==> src/rtl/mdio_m_pkg.sv <==
package mdio_m_pkg;

    typedef enum logic [3:0] {
        S_IDLE, S_PRE, S_CMD, S_WR, S_RTA, S_RDAT, S_FLUSH, S_TAIL, S_FIN
    } mdio_state_t;

    localparam int PRE_BITS   = 32;
    localparam int FLUSH_BITS = 32;
    localparam int TA_BITS    = 2;

    // ceiling of hz * ns / 1e9
    function automatic int ns_to_cyc(input longint hz, input int ns);
        return int'((hz * longint'(ns) + 64'd999_999_999) / 64'd1_000_000_000);
    endfunction

endpackage

==> src/rtl/mdio_mdc_gen.sv <==
module mdio_mdc_gen #(
    parameter int LO_CYC = 32,
    parameter int HI_CYC = 44
) (
    input  logic clk,
    input  logic rst_n,
    input  logic run,
    output logic mdc,
    output logic bit_end
);
    localparam int MAXC = (LO_CYC > HI_CYC) ? LO_CYC : HI_CYC;
    localparam int CW   = $clog2(MAXC + 1);

    logic [CW-1:0] cnt;

    assign bit_end = run && mdc && (cnt == CW'(HI_CYC - 1));

    always_ff @(posedge clk) begin
        if (!rst_n || !run) begin
            cnt <= '0;
            mdc <= 1'b0;
        end else if (!mdc) begin
            if (cnt == CW'(LO_CYC - 1)) begin
                cnt <= '0;
                mdc <= 1'b1;
            end else begin
                cnt <= cnt + 1'b1;
            end
        end else begin
            if (cnt == CW'(HI_CYC - 1)) begin
                cnt <= '0;
                mdc <= 1'b0;
            end else begin
                cnt <= cnt + 1'b1;
            end
        end
    end

    // phases never end early
    a_r10_high_min: assert property (@(posedge clk) disable iff (!rst_n)
        (mdc && cnt != CW'(HI_CYC - 1)) |=> mdc);
    a_r10_low_min: assert property (@(posedge clk) disable iff (!rst_n)
        (run && !mdc && cnt != CW'(LO_CYC - 1)) |=> !mdc);

endmodule

==> src/rtl/mdio_rx_shift.sv <==
module mdio_rx_shift #(
    parameter int W = 16
) (
    input  logic         clk,
    input  logic         rst_n,
    input  logic         clr,
    input  logic         shift,
    input  logic         din,
    output logic [W-1:0] q
);
    always_ff @(posedge clk) begin
        if (!rst_n || clr)
            q <= '0;
        else if (shift)
            q <= {q[W-2:0], din};
    end
endmodule

==> src/rtl/mdio_mgmt_master.sv <==
module mdio_mgmt_master
    import mdio_m_pkg::*;
#(
    parameter longint CLK_HZ    = 125_000_000,
    parameter int     MDC_LO_NS = 250,
    parameter int     MDC_HI_NS = 350,
    parameter int     ADDR_W    = 5,
    parameter int     DATA_W    = 16
) (
    input  logic              clk,
    input  logic              rst_n,
    input  logic              req_valid,
    output logic              req_ready,
    input  logic              req_rd,
    input  logic [ADDR_W-1:0] req_phy,
    input  logic [ADDR_W-1:0] req_reg,
    input  logic [DATA_W-1:0] req_wdata,
    output logic [DATA_W-1:0] rsp_rdata,
    output logic              rsp_done,
    output logic              rsp_err,
    output logic              mdc,
    output logic              mdio_oe,
    output logic              mdio_o,
    input  logic              mdio_i
);
    localparam int LO_CYC   = ns_to_cyc(CLK_HZ, MDC_LO_NS);
    localparam int HI_CYC   = ns_to_cyc(CLK_HZ, MDC_HI_NS);
    localparam int CMD_BITS = 4 + 2 * ADDR_W;
    localparam int WR_BITS  = TA_BITS + DATA_W;
    localparam int TX_W     = CMD_BITS + WR_BITS;
    localparam int CNT_W    = $clog2(FLUSH_BITS + 1);

    mdio_state_t       state;
    logic [CNT_W-1:0]  bit_cnt;
    logic [CNT_W-1:0]  seg_last;
    logic [TX_W-1:0]   tx_sr;
    logic              rd_op;
    logic              err_q;
    logic              bit_end;
    logic              accept;
    logic              run;
    logic              seg_done;
    mdio_state_t       seg_next;

    assign accept   = req_valid && (state == S_IDLE);
    assign run      = (state != S_IDLE) && (state != S_FIN);
    assign seg_done = bit_end && (bit_cnt == seg_last);

    mdio_mdc_gen #(.LO_CYC(LO_CYC), .HI_CYC(HI_CYC)) u_mdc (
        .clk(clk), .rst_n(rst_n), .run(run), .mdc(mdc), .bit_end(bit_end)
    );

    mdio_rx_shift #(.W(DATA_W)) u_rx (
        .clk(clk), .rst_n(rst_n), .clr(accept),
        .shift(bit_end && state == S_RDAT), .din(mdio_i), .q(rsp_rdata)
    );

    // length of the current segment and where it leads
    always_comb begin
        seg_last = '0;
        seg_next = S_IDLE;
        unique case (state)
            S_PRE:   begin seg_last = CNT_W'(PRE_BITS - 1);   seg_next = S_CMD; end
            S_CMD:   begin seg_last = CNT_W'(CMD_BITS - 1);   seg_next = rd_op ? S_RTA : S_WR; end
            S_WR:    begin seg_last = CNT_W'(WR_BITS - 1);    seg_next = S_TAIL; end
            S_RTA:   begin seg_last = '0;                     seg_next = mdio_i ? S_FLUSH : S_RDAT; end
            S_RDAT:  begin seg_last = CNT_W'(DATA_W - 1);     seg_next = S_TAIL; end
            S_FLUSH: begin seg_last = CNT_W'(FLUSH_BITS - 1); seg_next = S_TAIL; end
            S_TAIL:  begin seg_last = '0;                     seg_next = S_FIN; end
            S_IDLE, S_FIN: begin seg_last = '0;               seg_next = S_IDLE; end
            default: begin seg_last = '0;                     seg_next = S_IDLE; end
        endcase
    end

    // state register
    always_ff @(posedge clk) begin
        if (!rst_n) begin
            state   <= S_IDLE;
            bit_cnt <= '0;
            tx_sr   <= '0;
            rd_op   <= 1'b0;
            err_q   <= 1'b0;
        end else begin
            unique case (state)
                S_IDLE: begin
                    if (accept) begin
                        state   <= S_PRE;
                        bit_cnt <= '0;
                        rd_op   <= req_rd;
                        err_q   <= 1'b0;
                        tx_sr   <= {2'b01, (req_rd ? 2'b10 : 2'b01),
                                    req_phy, req_reg, 2'b10, req_wdata};
                    end
                end
                S_FIN: state <= S_IDLE;
                default: begin
                    if (bit_end) begin
                        if (state == S_CMD || state == S_WR)
                            tx_sr <= {tx_sr[TX_W-2:0], 1'b0};
                        if (state == S_RTA)
                            err_q <= mdio_i;
                        if (seg_done) begin
                            bit_cnt <= '0;
                            state   <= seg_next;
                        end else begin
                            bit_cnt <= bit_cnt + 1'b1;
                        end
                    end
                end
            endcase
        end
    end

    // outputs
    always_comb begin
        mdio_oe = 1'b0;
        mdio_o  = 1'b0;
        unique case (state)
            S_PRE:        begin mdio_oe = 1'b1; mdio_o = 1'b1; end
            S_CMD, S_WR:  begin mdio_oe = 1'b1; mdio_o = tx_sr[TX_W-1]; end
            default:      begin mdio_oe = 1'b0; mdio_o = 1'b0; end
        endcase
    end

    assign req_ready = (state == S_IDLE);
    assign rsp_done  = (state == S_FIN);
    assign rsp_err   = err_q;

    a_r2_idle_quiet: assert property (@(posedge clk) disable iff (!rst_n)
        req_ready |-> (!mdc && !mdio_oe && !rsp_done));
    a_r1_busy_not_ready: assert property (@(posedge clk) disable iff (!rst_n)
        mdio_oe |-> !req_ready);
    a_r10_hold_high: assert property (@(posedge clk) disable iff (!rst_n)
        (mdc && $past(mdc)) |-> ($stable(mdio_o) && $stable(mdio_oe)));
    a_r9_tail_released: assert property (@(posedge clk) disable iff (!rst_n)
        rsp_done |-> (!mdio_oe && $past(!mdio_oe)));
    a_r11_done_single: assert property (@(posedge clk) disable iff (!rst_n)
        rsp_done |=> !rsp_done);
    a_r11_err_clear: assert property (@(posedge clk) disable iff (!rst_n)
        (req_valid && req_ready) |=> !rsp_err);

endmodule

==> config.mk <==
export PLATFORM = sky130hd
export DESIGN_NAME = mdio_mgmt_master
export DESIGN_NICKNAME = d
export VERILOG_FILES = /design/src/rtl/mdio_m_pkg.sv /design/src/rtl/mdio_mdc_gen.sv /design/src/rtl/mdio_rx_shift.sv /design/src/rtl/mdio_mgmt_master.sv
export SDC_FILE = /design/constraint.sdc
export NUM_CORES = 1
export LEC_CHECK = 0
export BUFFER_PORTS_ARGS = -buffer_cell sky130_fd_sc_hd__buf_2
export CORE_ASPECT_RATIO = 1.4
export CORE_MARGIN = 2
export CORE_UTILIZATION = 40
export CTS_BUF_LIST = sky130_fd_sc_hd__clkbuf_8
export DETAILED_ROUTE_END_ITERATION = 8
export PLACE_DENSITY = 0.57
export SLEW_MARGIN = 20
export SYNTH_ARGS = -nofsm -noshare
export SYNTH_HDL_FRONTEND = slang
export SYNTH_HIERARCHICAL = 1
export SYNTH_SLANG_ARGS = --single-unit
==> constraint.sdc <==
create_clock -name clk -period 3.9 [get_ports clk]
set_input_delay 0.585 -clock clk [delete_from_list [all_inputs] [get_ports clk]]
set_output_delay 0.585 -clock clk [all_outputs]
set_load 0.01 [all_outputs]
== After elaboration in Yosys (flattened, before gate mapping) ==
Index checks and enable logic that the tools add are counted.
W data, S select, Z words.
Cells by class
  $add $sub $neg: 2
  equal/unequal tests: 13
  muxes and demuxes: 29
  bitwise logic cells: 1
  reductions and logical operators: 27
Operators with widths (number)
  $mux W32: 3
  $pmux W32 S2: 1
  $mux W6: 6
  $pmux W4 S5: 1
  $pmux W5 S4: 1
  $eq A4 B3 Y1 const B: 4
  $add A6 B1 Y6 const B: 2
  $mux W4: 3
  $pmux W6 S2: 1
  $eq A4 B2 Y1 const B: 2
  $pmux W4 S2: 1
  $reduce_and A4 Y1: 2
  $mux W1: 7
  $eq A6 B5 Y1 const B: 1
  $eq A6 B6 Y1: 1
  $eq A6 B6 Y1 const B: 1
  $logic_and A1 B1 Y1: 6
  $reduce_and A3 Y1: 2
  $reduce_bool A2 Y1: 3
  $reduce_bool A3 Y1: 2
  $reduce_or A3 Y1: 2
  $eq A4 B1 Y1 const B: 1
  $eq A4 B4 Y1 const B: 1
  $logic_not A4 Y1: 1
  11 further kinds: 17
Storage, ports and cells
  register bits: 67
  input bits: 31
  output and inout port bits: 22
  word-level logic and storage cells: 80

== Logic depth before layout (Yosys ltp) ==
  depth in word-level cells: 8
  mapped depth: 12
  depth with buffers taken out: 9

== Hierarchy ==
Netlist, hierarchy kept.
Modules (own cells, without submodules)
  mdio_mgmt_master: instances 1, cells an instance 308, area an instance 2347.3 µm², sequential area each 880.8 µm²
  mdio_rx_shift: instances 1, cells an instance 53, area an instance 594.3 µm², sequential area each 320.3 µm²
  mdio_mdc_gen: instances 1, cells an instance 34, area an instance 319.1 µm², sequential area each 140.1 µm²

== Worst setup path after synthesis ==
No wires, ideal clock.
  path kind: register -> register
  start: register state[1]
  end: register state[0]
  setup time: 121 ps
  data arrival time: 2141 ps
  data required time: 3779 ps
  slack: 1637 ps
  stages on the path, launching flop included: 11
  buffers on the path: 2
  clock period less this slack: 2263 ps
  cells stage by stage: dfxtp_1 -> buf_2 -> buf_2 -> nor3_1 -> inv_2 -> inv_1 -> nor3_1 -> inv_1 -> nor3b_2 -> a41oi_2 -> mux2_4
On the way
  cells in the longest elaborated chain, start to end: 7
  elaborated cells between the ends (all ways): 28
  classes of those cells: eq/ne: 11; mux: 5; reduce/logical: 12
RTL lines
  start, declared: line mdio_mgmt_master.sv:33  | mdio_state_t state;
  start signal, assigned: line mdio_mgmt_master.sv:104  | state <= seg_next;
  $ne A4 B4 Y1 or $reduce_bool A4 Y1 (tied branches): line mdio_mgmt_master.sv:46  | assign run = (state != S_IDLE) && (state != S_FIN);
  $logic_and A1 B1 Y1 *: line mdio_mgmt_master.sv:46
  via run: line mdio_mgmt_master.sv:41  | logic run;
  $logic_and A1 B1 Y1 * (2 in series): line mdio_mdc_gen.sv:16  | assign bit_end = run && mdc && (cnt == CW'(HI_CYC - 1));
  via bit_end: line mdio_mgmt_master.sv:39  | logic bit_end;
  $logic_and A1 B1 Y1: line mdio_mgmt_master.sv:47  | assign seg_done = bit_end && (bit_cnt == seg_last);
  $reduce_bool A3 Y1 (no line)
  $reduce_and A3 Y1 (no line) *
The timed path passes the listed nets; every way through them passes the cells marked *. The select of a mux whose other input is x is not followed.
A chain may end at the register's enable or synchronous reset.

== Worst setup path in the final report ==
  start: register state[1]
  end: register bit_cnt[1]
On the way
  cells in the longest elaborated chain, start to end: 8
  elaborated cells between the ends (all ways): 24
  classes of those cells: eq/ne: 9; mux: 4; bitwise: 1; reduce/logical: 10
RTL lines
  $ne A4 B4 Y1 or $reduce_bool A4 Y1 (tied branches): line mdio_mgmt_master.sv:46
  $logic_and A1 B1 Y1 *: line mdio_mgmt_master.sv:46
  via run: line mdio_mgmt_master.sv:41
  $logic_and A1 B1 Y1 * (2 in series): line mdio_mdc_gen.sv:16
  via bit_end: line mdio_mgmt_master.sv:39
  $logic_and A1 B1 Y1: line mdio_mgmt_master.sv:47
  $mux W6: line mdio_mgmt_master.sv:102  | if (seg_done) begin
  $mux W6: line mdio_mgmt_master.sv:97  | if (bit_end) begin
  $pmux W6 S2: line mdio_mgmt_master.sv:84  | unique case (state)
  end signal, assigned: line mdio_mgmt_master.sv:106  | bit_cnt <= bit_cnt + 1'b1;
  end, declared: line mdio_mgmt_master.sv:34  | logic [CNT_W-1:0] bit_cnt;
Marks and branches as above.

==> run_results.csv <==
group,metric,value,unit
status,status,"finished clean",
sta,tightest_slew,667,ps
die,die_x,80.3,µm
drt,dr.pass1.iters,4,
drt,num_vias,2875,
drt,ant_nets,0,
clock_tree,path_clk_slew,70,ps
placement,dp_hpwl,5.03,mm
power,leakage,0.00140,µW
die,die_y,111,µm
global_route,track_usage,17.4,%
finish,fin_area,3720,µm²
die,core_area,8050,µm²
global_route,grt_max_degree,59,
global_route,antenna_found_initial,0,
placement,placed_area,3540,µm²
sta,rsz0062_at_grt,"false",
die,rows,39,
worst_setup_path,worstPathArrival,3070,ps
drt,vias_per_cell,5.33,
clock_tree,hold_buffers,0,
clock_tree,tritoncts,"yes",
placement,port_buffers,52,
sta,setup_violations,0,
worst_setup_path,path_max_fanout,18,
finish,syn2layout_area_growth,14.1,%
clock_tree,htreeDepth,3,
global_route,grt_pass1_vias,2748,
synthesis,synthFlopType,"dfxtp_1",
finish,finalNetCount,466,
synthesis,synth_cells,395,
synthesis,synth_cell_type_count,55,
worst_setup_path,path_class,"reg2reg",
synthesis,async_reset_ff_share,0,%
drt,drt_iter0_markers,98,
sta,fmax,352,MHz
clock_tree,cts_buffers,9,
finish,drive_gt1_share,19.7,%
sta,tns,0,ps
clock_tree,ctsRootBufferMaster,"clkbuf_8",
synthesis,synth_area,3260,µm²
clock_tree,cts_resized,0,
sta,min_period,2840,ps
sta,skew,6.85,ps
drt,drc,0,
placement,gp_congestion,0.847,
die,dieArea,8900,µm²
clock_tree,clock-sinks,67,
finish,diodes,0,
sta,slew_headroom,55.5,%
worst_setup_path,critPathCaptureType,"register",
drt,finalWirelength,7.37,mm
worst_setup_path,cp-start-kind,"register",
synthesis,avgSynthCellArea,8.25,µm²
global_route,gr-total-overflow,0,
flow_run,cap_violations,0,
synthesis,syn-num-nets,428,
sta,period_share,72.8,%
synthesis,yosys_register_bits,67,
finish,fillers,831,
synthesis,seq_area_frac_synth,41.1,%
sta,slew_violations,0,
clock_tree,clockBufferDepth,2,
sta,hold_violations,0,
drt,wl_per_cell,13.7,µm
synthesis,yosysWarnings,6,
worst_hold_path,min_path_type,"reg2reg",
clock_tree,clk_latency,340,ps
clock_tree,cts_setup_buffers,0,
synthesis,synth_edf_count,0,
power,vdd.ir_drop.worst,0.230,mV
worst_setup_path,worstPathRequired,4130,ps
die,start_util,40.5,%
global_route,grt_pass1_wl,12.4,mm
die,ioPinCount,53,
power,powerDensity,445,nW/µm²
[registers in the layout (all words and copies together), names as in the netlist]
signal	cells
u_mdc/mdc	1
tx_sr	32
u_mdc/cnt	6
bit_cnt	6
rd_op	1
rsp_err	1
u_rx/q	16
state	4
[metal layers]
| metal | part of all wire (%) | global-route usage (%) | vias up |
|---|---|---|---|
| li1 | - | - | 1470 |
| met1 | 45 | 20.7 | 1339 |
| met2 | 50 | 29.6 | 57 |
| met3 | 3.6 | 3.83 | 9 |
| met4 | 1.7 | 7.34 | 0 |
| met5 | 0 | 0 | - |
[synthesized netlist by cell type (3+ instances only)]
library cell | n | area (µm²)
nand4b_1 | 3 | 26.3
inv_1 | 6 | 22.5
and2_1 | 5 | 31.3
nand2b_1 | 5 | 31.3
a31oi_1 | 5 | 31.3
clkbuf_1 | 13 | 48.8
nor2_1 | 64 | 240
mux2i_1 | 20 | 200
nor3b_1 | 4 | 30.0
nand3b_1 | 3 | 22.5
nand3_1 | 13 | 65.1
a21oi_1 | 9 | 45.0
buf_2 | 12 | 60.1
o21ai_0 | 3 | 15.0
nand2_1 | 71 | 267
dfxtp_1 | 67 | 1340
a311oi_1 | 26 | 228
nor3_1 | 15 | 75.1
inv_2 | 3 | 11.3
a211oi_1 | 4 | 30.0
[kinds of logic after synthesis]
group                    count (synthesis)  share of synthesized area [%]
buffers and inverters                   38                           5.83
adder cells (fa/ha/maj)                  2                          0.767
multiplexers                            23                           7.37
AO/OA/AOI/OAI                           67                           17.1
flip-flops                              67                           41.1
AND/OR/NAND/NOR                        195                           27.0
XOR/XNOR                                 3                          0.806
[cell type report]
| class | instances | area (µm²) | share of cell area, % |
|---|---|---|---|
| Sequential cell | 67 | 1340 | 36.1 |
| Multi-Input combinational cell | 290 | 1740 | 46.7 |
| Inverter | 9 | 33.8 | 0.908 |
| Tap cell | 102 | 128 | 3.43 |
| Timing Repair Buffer | 56 | 303 | 8.14 |
| Clock buffer | 12 | 165 | 4.44 |
| Clock inverter | 3 | 13.8 | 0.370 |
[cells in the final DEF, fill, tap and decap left out, types with 3 or more instances in the layout]
cell,instances
nor3_1,14
nand2_1,71
clkbuf_8,12
buf_2,52
o21ai_0,3
a311oi_1,26
nor2_1,64
nand4b_1,3
buf_4,3
nand3b_1,3
mux2i_1,20
a211oi_1,4
a21oi_1,9
dfxtp_1,67
nand2b_1,5
a31oi_1,5
nor3b_1,4
and2_1,4
nand3_1,13
inv_2,3
inv_1,7
[worst max-delay path: stages, from the launching register on]
cell and delay (ps):
dfxtp_1 640, nor3_1 170, inv_2 130, inv_1 50, nor3_1 500, inv_1 140, nor2_1 450, nor2_1 220
and2_1 220, o21a_1 180
[report_power, final]
part           leakage, µW  switching, µW  total, µW  internal [µW]
Sequential        0.000547           39.5        781            741
Combinational     0.000757            217        350            132
Clock            0.0000994            250        525            275
Total              0.00140            507       1660           1150
[stage by stage]
step	setup slack, ps	total power (µW)	hold slack (ps)	instances	util (%)
2_1_floorplan	1640	1060	432	395	-
3_3_place_gp	1310	1140	442	524	44.0
3_5_place_dp	1110	1150	450	524	44.0
4_1_cts	1090	1680	459	539	46.2
5_1_grt	871	1760	475	539	46.2
6_report	1060	1660	455	539	46.2
[final timing paths]
kind,slack (ps),to,cells past startpoint,from
worst max-delay path,1060,bit_cnt[1],9,state[1]
worst max register to register,1060,bit_cnt[1],9,state[1]
worst min-delay path,450,tx_sr[16],2,tx_sr[16]
worst min register to register,450,tx_sr[16],2,tx_sr[16]
Note: power is estimated with default switching activity, not from simulation.
